File: src/rtl/cct_pkg.sv
package cct_pkg;
    typedef enum logic [1:0] {
        CH_OFF = 2'd0,
        CH_CAP = 2'd1,
        CH_CMP = 2'd2,
        CH_PWM = 2'd3
    } ch_mode_e;

    // channel configuration word, bit 0 upward: mode, sel, toggle, route
    typedef struct packed {
        logic     route_dma;
        logic     tog_ovf;
        logic [1:0] sel;
        ch_mode_e mode;
    } ch_cfg_t;

    localparam int CFG_W  = $bits(ch_cfg_t);
    localparam int A_CTRL = 0;
    localparam int A_MOD  = 1;
    localparam int A_CNT  = 2;
    localparam int A_FLAG = 3;
    localparam int A_CH0  = 4;
endpackage

File: src/rtl/cct_prescaler.sv
module cct_prescaler #(
    parameter int PSW = 6,
    localparam int SELW = $clog2(PSW + 1)
) (
    input  logic            clk,
    input  logic            rst_n,
    input  logic            run,
    input  logic            restart,
    input  logic [SELW-1:0] sel,
    output logic            tick
);
    typedef struct packed {
        logic [PSW-1:0] div;
    } psc_st_t;

    psc_st_t q, d;
    logic [PSW-1:0] mask;
    int sel_eff;

    always_comb begin
        sel_eff = (int'(sel) > PSW) ? PSW : int'(sel);
        mask    = {PSW{1'b1}} >> (PSW - sel_eff);
        tick    = run && ((q.div & mask) == mask);
        d       = q;
        if (restart) begin
            d.div = '0;
        end else if (run) begin
            d.div = q.div + 1'b1;
        end
    end

    always_ff @(posedge clk or negedge rst_n) begin
        if (!rst_n) q <= '0;
        else        q <= d;
    end
endmodule

File: src/rtl/cct_counter.sv
module cct_counter #(
    parameter int CW = 16
) (
    input  logic          clk,
    input  logic          rst_n,
    input  logic          tick,
    input  logic          modulo,
    input  logic [CW-1:0] limit,
    input  logic          load,
    input  logic [CW-1:0] load_val,
    output logic [CW-1:0] cnt,
    output logic          ovf_evt
);
    typedef struct packed {
        logic [CW-1:0] cnt;
    } cnt_st_t;

    cnt_st_t q, d;
    logic [CW-1:0] top;

    always_comb begin
        top     = modulo ? limit : {CW{1'b1}};
        ovf_evt = tick && !load && (q.cnt == top);
        d       = q;
        if (load) begin
            d.cnt = load_val;
        end else if (tick) begin
            d.cnt = ovf_evt ? '0 : q.cnt + 1'b1;
        end
    end

    assign cnt = q.cnt;

    always_ff @(posedge clk or negedge rst_n) begin
        if (!rst_n) q <= '0;
        else        q <= d;
    end
endmodule

File: src/rtl/cct_channel.sv
module cct_channel import cct_pkg::*; #(
    parameter int CW = 16
) (
    input  logic          clk,
    input  logic          rst_n,
    input  ch_cfg_t       cfg,
    input  logic          val_wr,
    input  logic [CW-1:0] wdata,
    input  logic          tick,
    input  logic          ovf_evt,
    input  logic [CW-1:0] cnt,
    input  logic          cap_in,
    input  logic          flag_clr,
    output logic [CW-1:0] val,
    output logic          flag,
    output logic          pin
);
    typedef struct packed {
        logic [2:0]    sync;
        logic [CW-1:0] val;
        logic [CW-1:0] act;
        logic          pin;
        logic          flag;
    } ch_st_t;

    ch_st_t q, d;
    logic rise, fall, cap_hit, hit;
    logic [CW-1:0] cmp_ref;

    always_comb begin
        d       = q;
        d.sync  = {q.sync[1:0], cap_in};
        rise    = q.sync[1] && !q.sync[2];
        fall    = !q.sync[1] && q.sync[2];
        cap_hit = (cfg.mode == CH_CAP) && ((cfg.sel[0] && rise) || (cfg.sel[1] && fall));
        cmp_ref = (cfg.mode == CH_PWM) ? q.act : q.val;
        hit     = tick && (cnt == cmp_ref) &&
                  ((cfg.mode == CH_CMP) || (cfg.mode == CH_PWM));

        if (val_wr)  d.val = wdata;
        if (cap_hit) d.val = cnt;

        if ((cfg.mode != CH_PWM) || ovf_evt) d.act = q.val;

        case (cfg.mode)
            CH_CMP: begin
                if (hit) begin
                    case (cfg.sel)
                        2'd1:    d.pin = 1'b1;
                        2'd2:    d.pin = 1'b0;
                        2'd3:    d.pin = !q.pin;
                        default: d.pin = q.pin;
                    endcase
                end
                if (ovf_evt && cfg.tog_ovf) d.pin = !d.pin;
            end
            CH_PWM: begin
                if (ovf_evt)  d.pin = 1'b1;
                else if (hit) d.pin = 1'b0;
            end
            default: begin
                if (ovf_evt && cfg.tog_ovf) d.pin = !q.pin;
            end
        endcase

        if (flag_clr)       d.flag = 1'b0;
        if (hit || cap_hit) d.flag = 1'b1;
    end

    assign val  = q.val;
    assign flag = q.flag;
    assign pin  = q.pin;

    always_ff @(posedge clk or negedge rst_n) begin
        if (!rst_n) q <= '0;
        else        q <= d;
    end
endmodule

File: src/rtl/cc_timer.sv
module cc_timer import cct_pkg::*; #(
    parameter int NCH = 8,
    parameter int CW  = 16,
    parameter int PSW = 6,
    localparam int AW   = $clog2(A_CH0 + 2 * NCH),
    localparam int SELW = $clog2(PSW + 1),
    localparam int NSRC = NCH + 1
) (
    input  logic            clk,
    input  logic            rst_n,
    input  logic            reg_wr,
    input  logic [AW-1:0]   reg_addr,
    input  logic [CW-1:0]   reg_wdata,
    output logic [CW-1:0]   reg_rdata,
    input  logic [NCH-1:0]  cap_in,
    output logic [NCH-1:0]  ch_out,
    output logic [NSRC-1:0] irq,
    output logic [NSRC-1:0] dma_req,
    input  logic [NSRC-1:0] dma_ack
);
    typedef struct packed {
        logic                 stop;
        logic [SELW-1:0]      psc;
        logic                 modulo;
        logic                 route;
        logic [CW-1:0]        limit;
        logic                 ovf_flag;
        ch_cfg_t [NCH-1:0]    cfg;
    } top_st_t;

    top_st_t q, d;

    logic            tick, ovf_evt, cnt_load, flag_wr;
    logic [CW-1:0]   cnt;
    logic [NCH-1:0]  val_wr, ch_clr, ch_flag;
    logic [CW-1:0]   ch_val [NCH];
    logic [NSRC-1:0] flags, route_vec;
    logic            stop_w, modulo_w, pwm0_w;
    logic [CW-1:0]   limit_w;

    assign cnt_load = reg_wr && (reg_addr == AW'(A_CNT));
    assign flag_wr  = reg_wr && (reg_addr == AW'(A_FLAG));

    always_comb begin
        d = q;
        if (reg_wr && (reg_addr == AW'(A_CTRL))) begin
            d.stop   = reg_wdata[0];
            d.psc    = reg_wdata[SELW:1];
            d.modulo = reg_wdata[SELW+1];
            d.route  = reg_wdata[SELW+2];
        end
        if (reg_wr && (reg_addr == AW'(A_MOD))) d.limit = reg_wdata;
        for (int i = 0; i < NCH; i++) begin
            if (reg_wr && (reg_addr == AW'(A_CH0 + 2 * i)))
                d.cfg[i] = ch_cfg_t'(reg_wdata[CFG_W-1:0]);
        end
        if ((flag_wr && reg_wdata[0]) || (dma_ack[0] && q.route)) d.ovf_flag = 1'b0;
        if (ovf_evt) d.ovf_flag = 1'b1;
    end

    always_ff @(posedge clk or negedge rst_n) begin
        if (!rst_n) begin
            q          <= '0;
            q.stop     <= 1'b1;
            q.limit    <= '1;
        end else begin
            q <= d;
        end
    end

    cct_prescaler #(.PSW(PSW)) u_psc (
        .clk     (clk),
        .rst_n   (rst_n),
        .run     (!q.stop),
        .restart (cnt_load),
        .sel     (q.psc),
        .tick    (tick)
    );

    cct_counter #(.CW(CW)) u_cnt (
        .clk      (clk),
        .rst_n    (rst_n),
        .tick     (tick),
        .modulo   (q.modulo),
        .limit    (q.limit),
        .load     (cnt_load),
        .load_val (reg_wdata),
        .cnt      (cnt),
        .ovf_evt  (ovf_evt)
    );

    for (genvar g = 0; g < NCH; g++) begin : g_ch
        assign val_wr[g] = reg_wr && (reg_addr == AW'(A_CH0 + 2 * g + 1));
        assign ch_clr[g] = (flag_wr && reg_wdata[g+1]) ||
                           (dma_ack[g+1] && q.cfg[g].route_dma);
        assign route_vec[g+1] = q.cfg[g].route_dma;

        cct_channel #(.CW(CW)) u_ch (
            .clk      (clk),
            .rst_n    (rst_n),
            .cfg      (q.cfg[g]),
            .val_wr   (val_wr[g]),
            .wdata    (reg_wdata),
            .tick     (tick),
            .ovf_evt  (ovf_evt),
            .cnt      (cnt),
            .cap_in   (cap_in[g]),
            .flag_clr (ch_clr[g]),
            .val      (ch_val[g]),
            .flag     (ch_flag[g]),
            .pin      (ch_out[g])
        );
    end

    assign route_vec[0] = q.route;
    assign flags        = {ch_flag, q.ovf_flag};
    assign irq          = flags & ~route_vec;
    assign dma_req      = flags & route_vec;

    always_comb begin
        reg_rdata = '0;
        case (reg_addr)
            AW'(A_CTRL): reg_rdata = CW'({q.route, q.modulo, q.psc, q.stop});
            AW'(A_MOD):  reg_rdata = q.limit;
            AW'(A_CNT):  reg_rdata = cnt;
            AW'(A_FLAG): reg_rdata = CW'(flags);
            default: begin
                for (int i = 0; i < NCH; i++) begin
                    if (reg_addr == AW'(A_CH0 + 2 * i))     reg_rdata = CW'(q.cfg[i]);
                    if (reg_addr == AW'(A_CH0 + 2 * i + 1)) reg_rdata = ch_val[i];
                end
            end
        endcase
    end

    assign stop_w   = q.stop;
    assign modulo_w = q.modulo;
    assign limit_w  = q.limit;
    assign pwm0_w   = (q.cfg[0].mode == CH_PWM);
endmodule

File: config.mk
export PLATFORM = sky130hd
export DESIGN_NAME = cc_timer
export DESIGN_NICKNAME = d
export VERILOG_FILES = /design/src/rtl/cct_pkg.sv /design/src/rtl/cct_prescaler.sv /design/src/rtl/cct_counter.sv /design/src/rtl/cct_channel.sv /design/src/rtl/cc_timer.sv
export SDC_FILE = /design/constraint.sdc
export NUM_CORES = 1
export LEC_CHECK = 0
export ABC_CLOCK_PERIOD_IN_PS = 8000
export BUFFER_PORTS_ARGS = -buffer_cell sky130_fd_sc_hd__buf_2
export CAP_MARGIN = 20
export CORE_AREA = 5 5 214 216
export CTS_CLUSTER_DIAMETER = 50
export DETAILED_ROUTE_END_ITERATION = 7
export DIE_AREA = 0 0 219 221
export PLACE_DENSITY = 0.8
export RECOVER_POWER = 50
export SLEW_MARGIN = 25
export SYNTH_ARGS = -nofsm -noshare
export SYNTH_HDL_FRONTEND = slang
export SYNTH_SLANG_ARGS = --single-unit
File: constraint.sdc
create_clock -name clk -period 8 [get_ports clk]
set_input_delay 0.8 -clock clk [delete_from_list [all_inputs] [get_ports clk]]
set_output_delay 0.8 -clock clk [all_outputs]
set_load 0.02 [all_outputs]
==> impl_metrics.tcl, run 1 <==
set metrics [dict create \
    status "finished, violations left" \
    violations "max-capacitance violations, max-slew violations" \
    critPathKind "in -> async" \
    worst_pin_slew_ns 5.21 \
    io_pins 83 \
    synth_top_area_share_pct 39.2 \
    rsz0062_at_grt "no" \
    drv_cap 1 \
    synth_edf_count 0 \
    async_flop_share_pct 100 \
    p_total_uw 9900 \
    hold_viol 0 \
    cts_tree "yes" \
    wl_um 99600 \
    dieWidth_um 219 \
    cp.required_ns 7.44 \
    die_area_um2 48400 \
    swShare_pct 43.1 \
    synthFlopType "dfrtp_1" \
    grtUsageTotal_pct 40.0 \
    vias 21900 \
    worstSkewPairLatency_ns 0.60 \
    holdBufCountCts 0 \
    cts_resized 0 \
    grt_first_pass_wirelength_um 144000 \
    arrival_ns 4.50 \
    tns_ns 0 \
    critPathCaptureType "asynchronous set/reset pin" \
    clockBufferDepth 3 \
    cp_cell_sequence "clkbuf_1" \
    crit_fanout 86 \
    cts_setup_buffers 0 \
    cts_max_level 2 \
    clock_sinks 389 \
    maxSlewHeadroom_pct -247 \
    dp_hpwl_um 67500 \
    drt_iter0_markers 3351 \
    cts_buffers 52 \
    busiest_layer "met2" \
    critical-path-top-delay-family "buffers and inverters" \
    gp_congestion 1.00 \
    cp_num_buf_inv 1 \
    syn_avg_cell_area_um2 9.53 \
    grt_pass1_vias 20900 \
    combPwrFrac_pct 36.1 \
    fin_util_pct 59.9 \
    synth_area_um2 23700 \
    start_util_pct 54.2 \
    finalClockSkew_ns 0.0211 \
    port_buffers 82 \
    setup_viol 0 \
    p_clk_share_pct 23.3 \
    overflow 0 \
    pwr-share-seq_pct 40.6 \
    grt_max_degree 126 \
    hp-class "in -> reg" \
    grt_use_met3_pct 10.9 \
    synth_seq_cells 389 \
    layout-drive-gt1-share_pct 19.8 \
    drc 0 \
    met1_usage_pct 55.5 \
    met2_usage_pct 56.9 \
    die_h_um 221 \
    fmax_mhz 198 \
    cp-start-kind "primary input" \
    fp-row-count 77 \
    p_int_uw 5630 \
    cts-root-buf "clkbuf_16" \
    finalCriticalPeriod_ns 5.06 \
    slew_viol_final 87 \
    whs_ns 0.311 \
    powerDensity_nw_per_um2 378 \
    synth_nets 2534 \
    yosysSeqAreaShare_pct 41.1 \
    design_area_um2 26200 \
    syn_to_final_growth_pct 10.5 \
    viasPerCell 7.04 \
    core_um2 43700 \
    power_leakage_uw 0.0111 \
    layout.nets 2515 \
    postRouteAntennaNets 0 \
    synth_top_area_cell "dfrtp_1" \
    place_area_um2 24500 \
    cpMaxStageDelayCell "clkbuf_1" \
    syn_inst 2489 \
    yosys_warnings 0 \
    fin_crit_sh_pct 63.2 \
    synth.area.top_cells "dfrtp_1 39%, mux2_2 9.6%, mux2i_1 7.9%, o21ai_0 4.4%, nand2_1 4.0%" \
    max_stage_delay_ns 3.57 \
    wl_per_cell_um 32.1 \
    synth_cell_types 88 \
    switchingPower_uw 4270 \
    ir_worst_vdd_mv 0.229 \
    fill_cells 3773 \
    clkTransAtPathRegs_ns 0.05 \
    grt_antenna_before_repair 3 \
    drt_pass1_iterations 7 \
]
==> final timing paths <==
path                                    startpoint                   to  slack [ns]  cells after the start
worst max-delay path                         rst_n  g_ch[2].u_ch.val[1]        2.94                      1
worst min-delay path                     cap_in[0]   g_ch[0].u_ch.d[35]        0.31                      1
worst max register to register               q[68]     g_ch[4].u_ch.pin        3.82                     10
worst min register to register  g_ch[0].u_ch.d[35]   g_ch[0].u_ch.d[36]        0.35                      0
max in group clk                       reg_addr[1]         reg_rdata[1]        3.16                     11
min in group asynchronous                    rst_n  g_ch[7].u_ch.val[4]        2.09                      1
==> power groups by stage <==
stage | sequential, uW | clock, uW | combinational [uW]
final | 4020 | 2310 | 3580
after global routing | 4070 | 2400 | 3800
after CTS | 3940 | 2310 | 3470
after detailed placement | 3970 | 0 | 3450
after global placement | 3940 | 0 | 3360
after floorplan | 3350 | 0 | 2510
==> cells in the mapped netlist (12+ instances only) <==
| master | count |
|---|---|
| a222oi_1 | 14 |
| nand4_1 | 23 |
| nor4_1 | 19 |
| inv_1 | 62 |
| buf_1 | 13 |
| mux4_2 | 12 |
| a31oi_1 | 33 |
| nand3_1 | 41 |
| mux2_2 | 203 |
| xnor2_1 | 34 |
| dfrtp_1 | 372 |
| o22ai_1 | 25 |
| a22oi_1 | 37 |
| and3_1 | 36 |
| o221ai_1 | 16 |
| o31ai_1 | 13 |
| nor2_1 | 113 |
| dfstp_2 | 17 |
| a21oi_1 | 95 |
| nor2b_1 | 53 |
| and2_1 | 26 |
| nand2_1 | 254 |
| mux2i_1 | 187 |
| a211oi_1 | 16 |
| nor3_1 | 41 |
| o2111ai_1 | 13 |
| a221oi_1 | 22 |
| clkbuf_1 | 166 |
| a211o_1 | 20 |
| o21ai_0 | 207 |
| nand2b_1 | 38 |
| xor2_1 | 25 |
| buf_2 | 27 |
==> per-stage QoR <==
| step | setup WS (ns) | cells |
|---|---|---|
| after floorplan | 4.48 | 2489 |
| after global placement | 3.14 | 3008 |
| after detailed placement | 3.04 | 3008 |
| after CTS | 3.24 | 3102 |
| after global routing | 2.23 | 3102 |
| final | 2.94 | 3103 |
==> layer usage <==
layer  vias to the layer above  part of all wire, %
met4                         2                  7.2
met2                      1584                   41
met1                     10800                   38
li1                       9095                    -
met5                         -                0.011
met3                       385                   13
==> logic make-up (layout without fill, tap and decap cells) <==
kind of cell | count (synthesis) | count (layout) | synth area share [%]
AND/OR/NAND/NOR | 721 | 721 | 15.4
AO/OA/AOI/OAI | 629 | 629 | 17.6
multiplexers | 403 | 403 | 18.7
flip-flops | 389 | 389 | 41.1
buffers and inverters | 284 | 305 | 4.80
XOR/XNOR | 59 | 59 | 2.18
adder cells (fa/ha/maj) | 4 | 4 | 0.211
other | 0 | 1 | 0
==> state kept, by name, indices dropped and copies added, names as in the netlist <==
name,count
g_ch.u_ch.pin,8
g_ch.u_ch.q,136
limit_w,16
g_ch.u_ch.val,128
modulo_w,1
flags,1
u_cnt.cnt,16
g_ch.u_ch.flag,8
g_ch.u_ch.d,16
stop_w,1
q,52
u_psc.q,6
==> cell usage in the layout, fill, tap and decap left out, drive strengths merged, types with 10 or more instances in the layout <==
| master | count |
|---|---|
| a211oi | 16 |
| o2111ai | 13 |
| nor4b | 11 |
| nor4 | 21 |
| nand2b | 38 |
| o21ai | 209 |
| and2 | 28 |
| a31oi | 33 |
| nor2b | 53 |
| nand3 | 41 |
| mux4 | 12 |
| a222oi | 14 |
| o22ai | 25 |
| o31ai | 13 |
| and3 | 36 |
| nor3 | 41 |
| nand3b | 10 |
| nor2 | 113 |
| dfstp | 17 |
| mux2i | 187 |
| nand4 | 23 |
| buf | 141 |
| or3 | 11 |
| clkbuf | 69 |
| o221ai | 16 |
| a221oi | 22 |
| a22oi | 37 |
| a211o | 20 |
| clkinv | 19 |
| xor2 | 25 |
| a32oi | 11 |
| and4b | 11 |
| a21o | 10 |
| xnor2 | 34 |
| mux2 | 204 |
| nand2 | 254 |
| a21oi | 95 |
| dfrtp | 372 |
| inv | 69 |
| a2111oi | 12 |
==> cell type report <==
class,instances,area [um2],area share (%)
timing repair buffer,142,872,3.33
inverter,69,259,0.988
antenna,1,2.50,0.00955
multi-input combinational,1816,12900,49.2
tap,592,741,2.83
clock buffer,68,1430,5.47
sequential,389,9760,37.2
clock inverter,26,245,0.936
No activity file was read; power rests on OpenSTA's default activity.
==> inputs of run 2 (changes only) <==
ABC_CLOCK_PERIOD_IN_PS = 4700   (was 8000)
clock period = 4.7 ns   (was 8 ns; I/O delays follow)
==> impl_metrics.tcl, run 2 (synthesis results as in run 1) <==
set metrics [dict create \
    tns_ns 0 \
    wl_um 96600 \
    maxSlewHeadroom_pct -49.9 \
    fp-row-count 77 \
    vias 22400 \
    cts_setup_buffers 0 \
    cts_buffers 49 \
    core_um2 43700 \
    setup_viol 0 \
    critPathKind "in -> out" \
    final_common_cell "dfrtp_1" \
    cp_common_cell "buf_2" \
    max_stage_delay_ns 0.91 \
    fin_util_pct 60.8 \
    cts-root-buf "clkbuf_16" \
    cts_resized 0 \
    p_total_uw 17100 \
    largest_reg_flops 136 \
    pwr-share-seq_pct 40.3 \
    clkTransAtPathRegs_ns 0.06 \
    overflow 0 \
    die_area_um2 48400 \
    crit_fanout 30 \
    layout.nets 2557 \
    layout-drive-gt1-share_pct 20.2 \
    wl_per_cell_um 30.7 \
    violations "design-rule violations, max-capacitance violations, max-slew violations" \
    cp_cell_sequence "buf_2 -> clkbuf_1 -> mux2i_1 -> nand2_1 -> a31oi_1 -> o31ai_1 -> a21oi_1 -> o21ai_0 -> buf_2" \
    cts_max_level 2 \
    power_leakage_uw 0.0113 \
    port_buffers 82 \
    drv_cap 3 \
    drt_pass1_iterations 8 \
    die_h_um 221 \
    gp_congestion 1.06 \
    drc 5 \
    finalCriticalPeriod_ns 4.32 \
    grt_antenna_before_repair 3 \
    dieWidth_um 219 \
    largest-register "g_ch.u_ch.q" \
    grt_first_pass_wirelength_um 141000 \
    combPwrFrac_pct 35.4 \
    ir_worst_vdd_mv 0.313 \
    whs_ns 0.147 \
    cp.required_ns 4.23 \
    io_pins 83 \
    critPathCaptureType "output pin" \
    fmax_mhz 231 \
    fill_cells 3697 \
    worst_pin_slew_ns 2.25 \
    cp-start-kind "primary input" \
    drt_iter0_markers 3815 \
    start_util_pct 54.2 \
    hp-class "in -> reg" \
    syn_to_final_growth_pct 12.2 \
    p_int_uw 9850 \
    fin_crit_sh_pct 92.0 \
    swShare_pct 42.2 \
    worstSkewPairLatency_ns 0.62 \
    finalClockSkew_ns 0.0159 \
    layout_common_cells "372 x dfrtp_1, 254 x nand2_1, 207 x o21ai_0" \
    grtUsageTotal_pct 38.8 \
    cts_tree "yes" \
    dp_hpwl_um 66400 \
    rsz0062_at_grt "no" \
    grt_pass1_vias 21100 \
    clock_sinks 389 \
    arrival_ns 3.85 \
    postRouteAntennaNets 0 \
    p_clk_share_pct 24.3 \
    slew_viol_final 268 \
    switchingPower_uw 7210 \
    hold_viol 0 \
    viasPerCell 7.11 \
    status "finished, violations left" \
    powerDensity_nw_per_um2 641 \
    grt_max_degree 115 \
    clockBufferDepth 3 \
    cpMaxStageDelayCell "clkbuf_1" \
]
[run 2: cell types whose count changed in the layout (fill, tap and decap cells not counted), moves of 3 or more]
cell	change
buf_4	+31
clkbuf_1	+12
clkbuf_2	+4
buf_2	-14
dlygate4sd3_1	+9
bufinv_16	+4
clkinv_2	-8
inv_8	+3
clkbuf_8	+4
[run 2: area by class of cell]
type / instances / area (um2) / area share [%]
clock buffers: 68 / 1430 / 5.38
multi-input cells: 1816 / 12900 / 48.4
well taps: 592 / 741 / 2.78
clock inverters: 23 / 339 / 1.27
inverters: 69 / 259 / 0.973
repair buffers: 187 / 1200 / 4.50
diodes: 3 / 7.51 / 0.0282
flip-flops and latches: 389 / 9760 / 36.7
[run 2: metal layers]
metal	share of wire (%)	vias up	global-route usage, %	wire (um)
met3	14	466	12.2	13700
li1	-	9199	-	-
met1	37	10900	52.6	36000
met2	41	1848	54.0	39300
met5	0.018	-	0	17
met4	7.9	2	23.8	7660
[run 2: timing repair]
item | CTS | global route
hold buffers | 9 | 0
hold endpoints to repair | 69 | 0
setup endpoints to repair | 0 | 0
[run 2: critical path, delay by kind of cell]
kind / cells / cell delay (ns)
buf+inv: 3 / 1.63
mux: 1 / 0.45
compound gates: 4 / 1.10
simple gates: 1 / 0.18
[run 2: final timing paths]
kind / to / depth (start not counted) / slack [ns] / start
setup / recovery: reg_rdata[1] / 9 / 0.38 / reg_addr[1]
hold / removal: flags[0] / 4 / 0.15 / dma_ack[0]
setup reg to reg: g_ch[4].u_ch.pin / 11 / 0.53 / q[69]
hold reg to reg: g_ch[3].u_ch.d[36] / 0 / 0.35 / g_ch[3].u_ch.d[35]
max in group asynchronous: g_ch[2].u_ch.q[10] / 3 / 0.91 / rst_n
min in group asynchronous: g_ch[6].u_ch.pin / 2 / 1.03 / rst_n
[run 2: power groups by stage]
stage	logic, uW	registers (uW)	clock network [uW]
2_1_floorplan	4270	5700	0
3_3_place_gp	5650	6700	0
3_5_place_dp	5810	6770	0
4_1_cts	5860	6720	4140
5_1_grt	6430	6920	4280
6_report	6040	6870	4140
[run 2: stage by stage]
step           instances  area [um2]  setup slack (ns)
6_report            3147       26600             0.376
3_5_place_dp        3044       24800             0.681
4_1_cts             3144       26700             0.671
3_3_place_gp        3043       24800             0.773
5_1_grt             3144       26600             0.288
2_1_floorplan       2489       23700              1.68
